**src/rtl/adc_rd_pkg.sv**
```systemverilog
package adc_rd_pkg;
  localparam int RES_W   = 24;
  localparam int SUB_W   = 5;
  localparam int FRAME_W = RES_W + SUB_W + 3;
  localparam int EOC_POS = FRAME_W - 1;
  localparam int DMY_POS = FRAME_W - 2;
  localparam int SIG_POS = FRAME_W - 3;
  localparam int MSB_POS = FRAME_W - 4;

  typedef enum logic [1:0] {ST_IDLE, ST_WAIT, ST_SHIFT} rd_state_e;

  typedef struct packed {
    logic [RES_W-1:0] value;
    logic [SUB_W-1:0] sub;
    logic             over;
    logic             under;
    logic             bad;
  } frame_dec_t;
endpackage

```
**src/rtl/adc_sck_gen.sv**
```systemverilog
module adc_sck_gen #(
  parameter int HALF_DIV = 2  // must be >= 2
) (
  input  logic clk_i,
  input  logic rst_ni,
  input  logic run_i,
  output logic sck_o,
  output logic rise_o,
  output logic fall_o
);
  localparam int CW = (HALF_DIV > 1) ? $clog2(HALF_DIV) : 1;

  logic [CW-1:0] cnt_q;
  logic          tick;

  assign tick   = run_i && (cnt_q == CW'(HALF_DIV - 1));
  assign rise_o = tick && !sck_o;
  assign fall_o = tick && sck_o;

  always_ff @(posedge clk_i or negedge rst_ni) begin
    if (!rst_ni) begin
      cnt_q <= '0;
      sck_o <= 1'b0;
    end else if (!run_i) begin
      cnt_q <= '0;
      sck_o <= 1'b0;
    end else if (tick) begin
      cnt_q <= '0;
      sck_o <= ~sck_o;
    end else begin
      cnt_q <= cnt_q + 1'b1;
    end
  end

  AST_SCK_STOPPED: assert property (@(posedge clk_i) disable iff (!rst_ni)
    !run_i |=> !sck_o);
endmodule

```
**src/rtl/adc_bit_shifter.sv**
```systemverilog
module adc_bit_shifter #(
  parameter int W = 32
) (
  input  logic         clk_i,
  input  logic         rst_ni,
  input  logic         clear_i,
  input  logic         shift_i,
  input  logic         bit_i,
  output logic [W-1:0] frame_o,
  output logic         full_o
);
  localparam int CW = $clog2(W + 1);

  logic [CW-1:0] cnt_q;

  assign full_o = (cnt_q == CW'(W));

  always_ff @(posedge clk_i or negedge rst_ni) begin
    if (!rst_ni) begin
      frame_o <= '0;
      cnt_q   <= '0;
    end else if (clear_i) begin
      frame_o <= '0;
      cnt_q   <= '0;
    end else if (shift_i) begin
      frame_o <= {frame_o[W-2:0], bit_i};
      cnt_q   <= cnt_q + 1'b1;
    end
  end

  AST_NO_OVERFLOW: assert property (@(posedge clk_i) disable iff (!rst_ni)
    shift_i |-> !full_o);
endmodule

```
**src/rtl/adc_frame_decode.sv**
```systemverilog
module adc_frame_decode
  import adc_rd_pkg::*;
(
  input  logic [FRAME_W-1:0] frame_i,
  output frame_dec_t         dec_o
);
  logic sig_b, msb_b;

  assign sig_b = frame_i[SIG_POS];
  assign msb_b = frame_i[MSB_POS];

  always_comb begin
    dec_o.over  = sig_b && msb_b;
    dec_o.under = !sig_b && !msb_b;
    dec_o.bad   = frame_i[EOC_POS] || frame_i[DMY_POS];
    dec_o.sub   = frame_i[SUB_W-1:0];
    if (dec_o.over)
      dec_o.value = {1'b0, {(RES_W-1){1'b1}}};
    else if (dec_o.under)
      dec_o.value = {1'b1, {(RES_W-1){1'b0}}};
    else
      dec_o.value = frame_i[MSB_POS -: RES_W];
  end
endmodule

```
**src/rtl/adc_frame_reader.sv**
```systemverilog
module adc_frame_reader
  import adc_rd_pkg::*;
#(
  parameter int HALF_DIV = 2
) (
  input  logic             clk_i,
  input  logic             rst_ni,
  input  logic             start_i,
  input  logic             sdo_i,
  output logic             cs_no,
  output logic             sck_o,
  output logic [RES_W-1:0] result_o,
  output logic [SUB_W-1:0] sub_lsb_o,
  output logic             over_o,
  output logic             under_o,
  output logic             valid_o,
  output logic             err_o
);
  rd_state_e          state_q;
  logic               run, rise, fall, full, done, clear;
  logic [FRAME_W-1:0] frame;
  frame_dec_t         dec;

  assign run   = (state_q == ST_SHIFT);
  assign clear = (state_q == ST_IDLE) && start_i;
  assign done  = run && fall && full;

  adc_sck_gen #(.HALF_DIV(HALF_DIV)) u_sck (
    .clk_i (clk_i), .rst_ni(rst_ni), .run_i(run),
    .sck_o (sck_o), .rise_o(rise),   .fall_o(fall)
  );

  adc_bit_shifter #(.W(FRAME_W)) u_shift (
    .clk_i  (clk_i), .rst_ni (rst_ni), .clear_i(clear),
    .shift_i(rise),  .bit_i  (sdo_i),  .frame_o(frame), .full_o(full)
  );

  adc_frame_decode u_dec (.frame_i(frame), .dec_o(dec));

  always_ff @(posedge clk_i or negedge rst_ni) begin
    if (!rst_ni) begin
      state_q <= ST_IDLE;
      cs_no   <= 1'b1;
    end else begin
      unique case (state_q)
        ST_IDLE:  if (start_i) begin state_q <= ST_WAIT; cs_no <= 1'b0; end
        ST_WAIT:  if (!sdo_i)  state_q <= ST_SHIFT;  // end of conversion seen
        ST_SHIFT: if (done)    begin state_q <= ST_IDLE; cs_no <= 1'b1; end
        default:  begin state_q <= ST_IDLE; cs_no <= 1'b1; end
      endcase
    end
  end

  always_ff @(posedge clk_i or negedge rst_ni) begin
    if (!rst_ni) begin
      result_o  <= '0;
      sub_lsb_o <= '0;
      over_o    <= 1'b0;
      under_o   <= 1'b0;
      valid_o   <= 1'b0;
      err_o     <= 1'b0;
    end else begin
      valid_o <= done && !dec.bad;
      err_o   <= done && dec.bad;
      if (done) begin
        result_o  <= dec.value;
        sub_lsb_o <= dec.sub;
        over_o    <= dec.over;
        under_o   <= dec.under;
      end
    end
  end

  AST_SCK_IDLE:       assert property (@(posedge clk_i) disable iff (!rst_ni)
    cs_no |-> !sck_o);
  AST_WAIT_NO_SCK:    assert property (@(posedge clk_i) disable iff (!rst_ni)
    (state_q == ST_WAIT) |-> !sck_o);
  AST_VALID_PULSE:    assert property (@(posedge clk_i) disable iff (!rst_ni)
    valid_o |=> !valid_o);
  AST_CS_ON_VALID:    assert property (@(posedge clk_i) disable iff (!rst_ni)
    valid_o |-> cs_no);
  AST_VALID_ERR_EXCL: assert property (@(posedge clk_i) disable iff (!rst_ni)
    !(valid_o && err_o));
  AST_RANGE_EXCL:     assert property (@(posedge clk_i) disable iff (!rst_ni)
    valid_o |-> !(over_o && under_o));
endmodule

```
**config.mk**
```make
export PLATFORM = sky130hd
export DESIGN_NAME = adc_frame_reader
export DESIGN_NICKNAME = d
export VERILOG_FILES = /design/src/rtl/adc_rd_pkg.sv /design/src/rtl/adc_sck_gen.sv /design/src/rtl/adc_bit_shifter.sv /design/src/rtl/adc_frame_decode.sv /design/src/rtl/adc_frame_reader.sv
export SDC_FILE = /design/constraint.sdc
export NUM_CORES = 1
export LEC_CHECK = 0
export BUFFER_PORTS_ARGS = -buffer_cell sky130_fd_sc_hd__buf_2
export CELL_PAD_IN_SITES_DETAIL_PLACEMENT = 1
export CELL_PAD_IN_SITES_GLOBAL_PLACEMENT = 1
export CORE_MARGIN = 10
export CORE_UTILIZATION = 49
export CTS_CLUSTER_DIAMETER = 100
export DETAILED_ROUTE_END_ITERATION = 10
export PLACE_DENSITY = 0.81
export REMOVE_ABC_BUFFERS = 1
export SYNTH_ARGS = -nofsm -noshare
export SYNTH_HDL_FRONTEND = slang
export SYNTH_SLANG_ARGS = --single-unit
```
**constraint.sdc**
```tcl
create_clock -name clk_i -period 2.7 [get_ports clk_i]
set_input_delay 0.405 -clock clk_i [delete_from_list [all_inputs] [get_ports clk_i]]
set_output_delay 0.405 -clock clk_i [all_outputs]
set_load 0.05 [all_outputs]
```
# After elaboration in Yosys (flattened, before gate mapping)
# Cells that the tools add are included.
# totals
elab_cells,59
ff_bits,76
in_bits,4
# classes
addsub,2
n_bitwise,2
n_reduce_logical,19
eq_ne,7
n_mux,17
# op_table
operator,count
two-way mux 32 bit,2
two-way mux 24 bit,2
two-way mux 6 bit,2
logical AND 1 bit,10
"adder 6 x 1 -> 6 bit, second input constant",1
"equality test 6 bit, second input constant",1
two-way mux 1 bit,6
two-way mux 2 bit,3
one-hot mux 2 bit (3 select lines),1
AND reduction 3 bit,2
zero test 1 bit,4
"!= test 2 x 1 -> 1 bit, second input constant",2
"!= test 2 bit, second input constant",2
one-hot mux 1 bit (3 select lines),1
"equality test 2 x 1 -> 1 bit, second input constant",1
"equality test 2 bit, second input constant",1
zero test 2 bit,1
inverter 1 bit,2
nonzero test 2 bit,1
"adder 1 bit, second input constant",1
logical OR 1 bit,1

# Longest topological paths before layout
# Gate-level depths: netlist (run 1).
# logic_depth
depth_word,7
depth_mapped,6
mapped_depth_nobuf,5

# By module
# From an unflattened synthesis (run 1), not the netlist that was laid out.
# hier_totals
hier_cells,263
area_unflattened_um2,3539.6
# by_module_without_submodules
mod,instances,cells_per_inst,area_per_inst_um2
adc_bit_shifter,1,133,1589.0
adc_frame_reader,1,84,1483.9
adc_frame_decode,1,38,377.9
adc_sck_gen,1,8,88.8

# Worst setup path before layout (run 1)
# No wires, ideal clock.
# synth_timing
kind,flip-flop to flip-flop
from,register u_sck.sck_o
to,register over_o
required_ns,2.572
path_buffers,1
stages_incl_launch_ff,5
period_less_slack_ns,1.889
arrival_time_ns,1.761
path_slack_ns,0.811
setup_time_ns,0.128
path_cell_list,dfrtp_1 nand2_1 nor4b_4 buf_4 mux2_1
# synth_between
elab_chain_len,3
# synth_lines
item,line,source
"start, declared",adc_sck_gen.sv:7,"output logic sck_o,"
"start signal, assigned",adc_sck_gen.sv:29,sck_o <= ~sck_o;
logical AND 1 bit,adc_sck_gen.sv:18,assign fall_o = tick && sck_o;
logical AND 1 bit (2 in series),adc_frame_reader.sv:26,assign done = run && fall && full;
"end signal, assigned",adc_frame_reader.sv:68,over_o <= dec.over;
"end, declared",adc_frame_reader.sv:14,"output logic over_o,"
# No other way between the ends.
# A chain may end at the register's enable or synchronous reset.

# Worst setup path in the final report (run 1)
# layout_timing
from,register u_shift.cnt_q[1]
to,register sub_lsb_o[0]
# layout_between
elab_chain_len,2
# layout_lines
item,line,source
"start, declared",adc_bit_shifter.sv:14,logic [CW-1:0] cnt_q;
"start signal, assigned",adc_bit_shifter.sv:27,cnt_q <= cnt_q + 1'b1;
equality test 6 bit,adc_bit_shifter.sv:16,assign full_o = (cnt_q == CW'(W));
logical AND 1 bit,adc_frame_reader.sv:26,
"end signal, assigned",adc_frame_reader.sv:67,sub_lsb_o <= dec.sub;
"end, declared",adc_frame_reader.sv:13,"output logic [SUB_W-1:0] sub_lsb_o,"
# No other way between the ends.

==> flow_metrics.env, run 1 <==
export IMPL_vias=2193
export IMPL_utilization_pct=57.9
export IMPL_row_count=29
export IMPL_swShare_pct=28.5
export IMPL_crit_start="u_shift.cnt_q[1]"
export IMPL_power_leakage_nw=1.73
export IMPL_clock_latency_ns=0.35
export IMPL_wl_per_cell_um=17.0
export IMPL_period_share_pct=74.3
export IMPL_r2r_end="sub_lsb_o[0]"
export IMPL_pwr_share_clk_pct=36.5
export IMPL_finClkSkew_ns=0.0129
export IMPL_clkTransAtPathRegs_ns=0.08
export IMPL_end_kind="flop"
export IMPL_ys_seq_area_share_pct=59.6
export IMPL_crit_fanout=16
export IMPL_cpMaxStageDelayCell="dfrtp_1"
export IMPL_grt_util_met3_pct=4.05
export IMPL_yosys_warnings=0
export IMPL_hold_viol_final=0
export IMPL_tightest_slew_ns=0.933
export IMPL_ir_drop_mv=0.510
export IMPL_synth_cell_type_count=34
export IMPL_min_path_type="in2async"
export IMPL_post_place_ws_ns=0.706
export IMPL_grt_pass1_vias=2355
export IMPL_grt_use_met2_pct=22.3
export IMPL_crit_chain="inv_1 > ha_1 > nor4b_2 > nor4b_4 > buf_4 > mux2_2"
export IMPL_cts_sinks=76
export IMPL_cp_arrival_ns=2.23
export IMPL_fmax_mhz=499
export IMPL_ys_flop_type="dfrtp_1"
export IMPL_power_internal_w=0.00183
export IMPL_cts_tree="built"
export IMPL_first_pass_iters=4
export IMPL_antenna_found_initial=0
export IMPL_grt_max_degree=77
export IMPL_drv_slew=0
export IMPL_rsz0062_at_grt="false"
export IMPL_required_ns=2.93
export IMPL_met1_usage_pct=18.7
export IMPL_overflow=0
export IMPL_setup_viol=0
export IMPL_ctsResizeCount=0
export IMPL_fin_ws_ns=0.694
export IMPL_ff2ff_path_depth=6
export IMPL_root_buffer="clkbuf_8"
export IMPL_antenna_left=0
export IMPL_antenna_cells=0
export IMPL_core_area_mm2=0.00635
export IMPL_endpoint="sub_lsb_o[0]"
export IMPL_crit_buf_inv=2
export IMPL_critPathLaunchType="flop"
export IMPL_drt_iter0_drc=98
export IMPL_fp_dieH_um=101
export IMPL_setup_tns_final_ns=0
export IMPL_r2r_start="u_shift.cnt_q[1]"
export IMPL_combinationalPowerShare_pct=14.0
export IMPL_dieArea_mm2=0.0102
export IMPL_synth_edff_count=0
export IMPL_ios=39
export IMPL_crit_type="reg2reg"
export IMPL_hpwl_um=4490
export IMPL_synth_area_per_cell_um2=11.4
export IMPL_numCtsBuffers=9
export IMPL_path_depth=6
export IMPL_p_per_area_mw_per_mm2=696
export IMPL_ys_ff_latch=76
export IMPL_power_frac_seq_pct=49.5
export IMPL_drc=0
export IMPL_clk_path_buf_depth=2
export IMPL_die_x_um=101
export IMPL_layout_commonest_cell="dfrtp_1"
export IMPL_synthArstFlopShare_pct=100
export IMPL_cap_violations=0
export IMPL_wirelength_um=6800
export IMPL_period_needed_ns=2.01
export IMPL_io_buffers=38
export IMPL_layout_common_cells="dfrtp_1 (75), a21oi_1 (40), buf_2 (37)"
export IMPL_cpLargestDelayFamily="simple AND/OR/NAND/NOR gates"
export IMPL_critPathMaxStageDelay_ns=0.44
export IMPL_initial_core_util_pct=50.3
export IMPL_synth_area_mm2=0.00320
export IMPL_gp_congestion=0.764
export IMPL_cts_hold_fix_buffers=0
export IMPL_top_usage_layer="met2"
export IMPL_switching_power_w=0.000729
export IMPL_via_per_inst=5.50
export IMPL_synthCells=281
export IMPL_r2r_slack_ns=0.69
export IMPL_post_cts_buffers=0
export IMPL_htreeDepth=3
export IMPL_nets=323
export IMPL_syn_to_final_growth_pct=15.0
export IMPL_drive_above_1_share_pct=23.0
export IMPL_grt_pass1_wl_um=11800
export IMPL_grt_usage_pct=14.4
export IMPL_status="complete, no violations"
export IMPL_maxSlewHeadroom_pct=37.8
## worst min path at each step
stage | from | to | slack (ns)
detailed placement | u_shift.frame_o[31] | valid_o | 0.45
CTS | rst_ni | result_o[7] | 0.23
floorplan | rst_ni | err_o | 0.11
finish | rst_ni | result_o[23] | 0.21
global placement | u_shift.frame_o[31] | valid_o | 0.45
global route | rst_ni | result_o[23] | 0.29
## cell families (layout without fill, tap and decap cells)
logic type,Yosys count,after routing,synth area share (%)
AO/OA/AOI/OAI,65,65,12.7
XOR/XNOR,1,1,0.274
adder cells (fa/ha/maj),3,3,1.10
buffers and inverters,49,90,6.26
flip-flops,76,76,59.6
multiplexers,34,34,11.0
AND/OR/NAND/NOR,53,53,9.08
## cell usage after synthesis (2+ instances only)
master	instances	share of area [%]
mux2_2	5	1.8
mux2i_1	25	7.8
nand3_1	2	0.31
ha_1	2	0.78
a22o_1	20	5.5
mux2_1	4	1.4
nor3_1	3	0.47
buf_4	3	0.70
o21ai_0	3	0.47
buf_2	4	0.63
a21oi_1	40	6.3
nor2_1	5	0.59
or3_1	2	0.39
nand2_1	29	3.4
clkbuf_1	13	1.5
inv_1	29	3.4
dfrtp_1	75	59
## flip-flops by register name, summed over array words and instances (netlist names)
| signal | count |
|---|---|
| u_shift.frame_o | 32 |
| result_o | 24 |
| u_shift.cnt_q | 6 |
| sub_lsb_o | 5 |
| state_q | 2 |
| cs_no | 1 |
| err_o | 1 |
| over_o | 1 |
| u_sck.cnt_q | 1 |
| u_sck.sck_o | 1 |
| under_o | 1 |
| valid_o | 1 |
## metrics by stage
step	hold slack [ns]	power (W)	std cells	instance area [µm²]
final	0.205	0.00256	399	3680
after global routing	0.287	0.00268	399	3680
after CTS	0.229	0.00258	399	3680
after detailed placement	0.451	0.00165	383	3460
after global placement	0.452	0.00163	383	3460
after floorplan	0.109	0.00149	261	3100
## metal layers
| metal | part of all wire (%) | up-vias |
|---|---|---|
| met1 | 45 | 1120 |
| met2 | 48 | 42 |
| li1 | - | 1022 |
| met5 | 0 | - |
| met4 | 1.5 | 0 |
| met3 | 5.2 | 9 |
## power groups by stage
stage	logic [W]	clock network [W]	registers, W
finish	0.000359	0.000935	0.00127
global route	0.000400	0.00101	0.00128
CTS	0.000364	0.000955	0.00127
detailed placement	0.000362	0	0.00129
global placement	0.000345	0	0.00128
floorplan	0.000190	0	0.00130
## layout make-up
class	instances	area, µm²
Clock inverter	7	91.3
Inverter	29	109
Clock buffer	9	124
Multi-Input combinational cell	156	1110
Fill cell	682	2670
Timing Repair Buffer	45	245
Sequential cell	76	1900
Tap cell	77	96.3
Note: power is estimated with default switching activity, not from simulation.
==> run 2, diff against run 1 <==
- CORE_UTILIZATION: 49 -> 41
- PLACE_DENSITY: 0.81 -> 0.73
- clock period: 2.7 -> 1.8 ns (I/O delays scaled with it)
==> run 2 against run 1 <==
Compared with the run above:
- routed wire length increased by 6.4%
- core utilization decreased by 6.9 points
- clock-buffer cell count increased by 1
- sequential cell count unchanged
- cell count increased by 8.3%
- first-iteration DRC count decreased by 47%
- sequential power increased by 46%
- hold slack got worse by 0.021 ns
- critical path type unchanged
==> flow_metrics.env, run 2 (synthesis results as in run 1) <==
export IMPL_status="complete, no violations"
export IMPL_wirelength_um=7240
export IMPL_fp_dieH_um=108
export IMPL_die_x_um=108
export IMPL_wl_per_cell_um=16.8
export IMPL_numCtsBuffers=9
export IMPL_min_path_type="in2reg"
export IMPL_grt_usage_pct=13.3
export IMPL_crit_fanout=10
export IMPL_core_area_mm2=0.00765
export IMPL_clk_path_buf_depth=2
export IMPL_crit_type="reg2reg"
export IMPL_cts_sinks=76
export IMPL_syn_to_final_growth_pct=22.1
export IMPL_clock_latency_ns=0.35
export IMPL_hpwl_um=4820
export IMPL_dieArea_mm2=0.0117
export IMPL_p_total_w=0.00419
export IMPL_critPathLaunchType="flop"
export IMPL_required_ns=2.03
export IMPL_finClkSkew_ns=0.0106
export IMPL_overflow=0
export IMPL_cap_violations=0
export IMPL_maxSlewHeadroom_pct=42.2
export IMPL_grt_max_degree=47
export IMPL_largest_reg_flops=32
export IMPL_initial_core_util_pct=41.8
export IMPL_hold_viol_final=0
export IMPL_htreeDepth=3
export IMPL_fmax_mhz=578
export IMPL_drive_above_1_share_pct=24.5
export IMPL_via_per_inst=5.10
export IMPL_cts_tree="built"
export IMPL_period_needed_ns=1.73
export IMPL_io_buffers=38
export IMPL_grt_pass1_vias=2396
export IMPL_regMostFlops="u_shift.frame_o"
export IMPL_fin_cells=432
export IMPL_setup_viol=0
export IMPL_period_share_pct=96.1
export IMPL_end_kind="flop"
export IMPL_placedCellCount=415
export IMPL_ios=39
export IMPL_power_leakage_nw=1.83
export IMPL_layout_commonest_cell="dfrtp_1"
export IMPL_nets=331
export IMPL_gp_congestion=0.736
export IMPL_drc=0
export IMPL_vias=2203
export IMPL_rsz0062_at_grt="true"
export IMPL_hold_slack_ns=0.184
export IMPL_drt_iter0_drc=52
export IMPL_clkTransAtPathRegs_ns=0.08
export IMPL_first_pass_iters=4
export IMPL_p_per_area_mw_per_mm2=1070
export IMPL_antenna_left=0
export IMPL_cp_arrival_ns=1.96
export IMPL_grt_pass1_wl_um=12300
export IMPL_reg_top3="u_shift.frame_o x32, result_o x24, u_shift.cnt_q x6"
export IMPL_tightest_slew_ns=0.867
export IMPL_drv_slew=0
export IMPL_antenna_found_initial=0
export IMPL_layout_common_cells="dfrtp_1 (75), a21oi_1 (40), buf_2 (37)"
export IMPL_antenna_cells=0
export IMPL_row_count=32
export IMPL_ir_drop_mv=0.670
export IMPL_root_buffer="clkbuf_8"
==> run 2: cell count changes in the layout (fill, tap and decap cells not counted), sizes merged <==
cell / delta
buf: +7
clkinv: -3
inv: +2
bufinv: +1
clkbuf: +1
clkinvlp: -1
dlygate4sd3: +1
==> run 2: final timing paths <==
check	from	to	slack, ns	cells past startpoint
min in group asynchronous	rst_ni	result_o[23]	0.39	2
max reg2reg	u_shift.cnt_q[0]	sub_lsb_o[3]	0.07	6
max	u_shift.cnt_q[0]	sub_lsb_o[3]	0.07	6
min reg2reg	u_shift.frame_o[31]	valid_o	0.48	1
max in group asynchronous	rst_ni	cs_no	0.76	3
min	sdo_i	u_shift.frame_o[0]	0.18	2
==> run 2: area by class of cell <==
type,count,area [µm²]
Tap cell,102,128
Timing Repair Buffer,53,383
Multi-Input combinational cell,156,1120
Sequential cell,76,1900
Fill cell,805,3750
Clock inverter,6,119
Clock buffer,10,138
Inverter,29,109
==> run 2: layer usage <==
metal / wire (µm) / global-route usage [%]
met1: 3210 / 16.8
met2: 3520 / 21.1
met3: 420 / 4.28
met4: 90 / 4.52
met5: 0 / 0
==> run 2: critical path, stage by stage (launching register included) <==
cell,delay [ns]
dfrtp_1,0.38
inv_1,0.06
ha_1,0.14
nor4b_4,0.21
nor4b_4,0.30
buf_12,0.19
mux2_1,0.34
==> run 2: timing repair <==
| item | in CTS | in global routing |
|---|---|---|
| hold buffers | 1 | 0 |
| gates resized for setup | 0 | 2 |
| setup endpoints to repair | 0 | 36 |
| endpoints found under the hold margin | 30 | 0 |
| setup buffers | 0 | 0 |
==> run 2: where the power goes <==
part,total (W),switching (W),internal (W)
Clock,0.00165,0.000669,0.000976
Sequential,0.00186,0.0000819,0.00178
Combinational,0.000682,0.000404,0.000277
==> run 2: through the flow <==
step | utilization [%] | cell area, µm² | setup WS [ns] | TNS [ns]
after global routing | 51.0 | 3900 | -0.0202 | -0.163
after floorplan | - | 3100 | -2.99 | -113.71
final | 51.0 | 3900 | 0.0704 | 0
after global placement | 47.3 | 3620 | 0.116 | 0
after detailed placement | 47.3 | 3620 | 0.0321 | 0
after CTS | 50.8 | 3890 | 0.0176 | 0
==> run 3, diff against run 2 <==
- BUFFER_PORTS_ARGS: -buffer_cell sky130_fd_sc_hd__buf_2 -> default
- CAP_MARGIN: default -> 40
- CORE_UTILIZATION: 41 -> 45
- CTS_BUF_LIST: default -> sky130_fd_sc_hd__clkbuf_16
- DONT_BUFFER_PORTS: default -> 1
==> run 3 against run 2 <==
Compared with the run above:
- the flow now finishes with violations (hold timing)
- critical path type unchanged
- clock-buffer cell count decreased by 1
- sequential share of layout area increased by 2.8 points
- routed wire length down 3.1%
==> flow_metrics.env, run 3 (synthesis results as in run 1) <==
export IMPL_via_per_inst=5.33
export IMPL_antenna_found_initial=0
export IMPL_setup_viol=0
export IMPL_power_frac_seq_pct=47.2
export IMPL_crit_type="reg2reg"
export IMPL_placed_area_mm2=0.00338
export IMPL_cp_arrival_ns=1.93
export IMPL_dieArea_mm2=0.0109
export IMPL_p_per_area_mw_per_mm2=1100
export IMPL_swShare_pct=27.6
export IMPL_ir_drop_mv=0.915
export IMPL_power_internal_w=0.00294
export IMPL_htreeDepth=3
export IMPL_p_total_w=0.00406
export IMPL_post_place_ws_ns=-0.0168
export IMPL_critPathLaunchType="flop"
export IMPL_grt_pass1_vias=2231
export IMPL_cts_tree="built"
export IMPL_clkTransAtPathRegs_ns=0.06
export IMPL_reg_top3="u_shift.frame_o x32, result_o x24, u_shift.cnt_q x6"
export IMPL_fp_dieH_um=104
export IMPL_fmax_mhz=582
export IMPL_drive_above_1_share_pct=16.0
export IMPL_initial_core_util_pct=46.8
export IMPL_vias=2079
export IMPL_numCtsBuffers=9
export IMPL_layout_commonest_cell="dfrtp_1"
export IMPL_die_x_um=104
export IMPL_drv_slew=0
export IMPL_cts_sinks=76
export IMPL_clk_path_buf_depth=2
export IMPL_regMostFlops="u_shift.frame_o"
export IMPL_drc=0
export IMPL_first_pass_iters=4
export IMPL_maxSlewHeadroom_pct=37.3
export IMPL_grt_pass1_wl_um=11900
export IMPL_nets=295
export IMPL_ios=39
export IMPL_crit_fanout=5
export IMPL_fillers=739
export IMPL_required_ns=2.01
export IMPL_hpwl_um=4480
export IMPL_drt_iter0_drc=99
export IMPL_final_area_mm2=0.00369
export IMPL_syn_to_final_growth_pct=15.3
export IMPL_gp_congestion=0.743
export IMPL_fin_ws_ns=0.0826
export IMPL_violations="hold timing"
export IMPL_wl_per_cell_um=18.0
export IMPL_core_area_mm2=0.00683
export IMPL_wirelength_um=7010
export IMPL_hold_slack_ns=-0.372
export IMPL_hold_viol_final=76
export IMPL_antenna_left=0
export IMPL_antenna_cells=0
export IMPL_largest_reg_flops=32
export IMPL_grt_max_degree=77
export IMPL_power_leakage_nw=1.62
export IMPL_clock_latency_ns=0.33
export IMPL_switching_power_w=0.00112
export IMPL_io_buffers=0
export IMPL_min_path_type="in2async"
export IMPL_row_count=30
export IMPL_end_kind="flop"
export IMPL_grt_usage_pct=13.6
export IMPL_pwr_share_clk_pct=39.6
export IMPL_tightest_slew_ns=0.940
export IMPL_layout_common_cells="dfrtp_1 (75), a21oi_1 (40), inv_1 (29), nand2_1 (29), mux2i_1 (25)"
export IMPL_period_share_pct=95.4
export IMPL_status="complete, but fails checks"
export IMPL_rsz0062_at_grt="true"
export IMPL_root_buffer="clkbuf_16"
export IMPL_combinationalPowerShare_pct=13.2
export IMPL_cap_violations=0
export IMPL_period_needed_ns=1.72
export IMPL_finClkSkew_ns=0.00841
export IMPL_overflow=0
-- run 3: worst paths after layout --
check,from,endpoint,slack [ns],cells past startpoint
min in group clk_i,sdo_i,u_shift.frame_o[0],0.08,1
max reg2reg,u_shift.cnt_q[0],over_o,0.08,6
max in group asynchronous,rst_ni,cs_no,1.97,0
min,rst_ni,valid_o,-0.37,0
max,u_shift.cnt_q[0],over_o,0.08,6
min reg2reg,u_shift.frame_o[31],valid_o,0.49,1
-- run 3: layer usage --
layer  share of wire [%]  wire length (µm)  up-vias  GRT usage [%]
li1                    -                 -      975              -
met1                  43              3050     1058           16.8
met2                  48              3370       38           20.3
met3                 6.9               485        8           5.39
met4                 1.6               109        0           6.56
met5                   0                 0        -              0
-- run 3: layout make-up --
class | count | area [µm²] | share of cell area [%]
clock buffer | 9 | 225 | 6.11
clock inverter | 7 | 43.8 | 1.19
inverter | 29 | 109 | 2.95
multi-input combinational | 156 | 1120 | 30.4
sequential | 76 | 1900 | 51.6
tap | 96 | 120 | 3.26
timing repair buffer | 17 | 164 | 4.45
-- run 3: power by group through the flow --
stage | Sequential (W) | Clock (W) | Combinational (W)
3_5_place_dp | 0.00195 | 0 | 0.000537
5_1_grt | 0.00193 | 0.00174 | 0.000591
3_3_place_gp | 0.00195 | 0 | 0.000513
2_1_floorplan | 0.00195 | 0 | 0.000285
4_1_cts | 0.00192 | 0.00167 | 0.000537
6_report | 0.00192 | 0.00161 | 0.000538
-- run 3: timing repair --
action / 4_1_cts / 5_1_grt
hold endpoints to repair: 76 / 76
pin swaps: 0 / 0
gates resized for setup: 0 / 5
setup endpoints to repair: 2 / 30
setup buffers: 0 / 2
-- run 3: worst max-delay path: stages, from the launching register on --
cell and delay [ns]:
dfrtp_1 0.37, inv_1 0.06, ha_1 0.14, nor4b_4 0.21, nor4b_4 0.30, buf_6 0.18
mux2_1 0.33
-- run 3: stage by stage --
stage,utilization (%),setup TNS (ns),std cells
finish,54.0,0,390
CTS,53.4,-0.0214,388
floorplan,-,-113.71,261
global placement,49.4,0,372
detailed placement,49.4,-0.0184,372
global route,54.0,-0.235,390
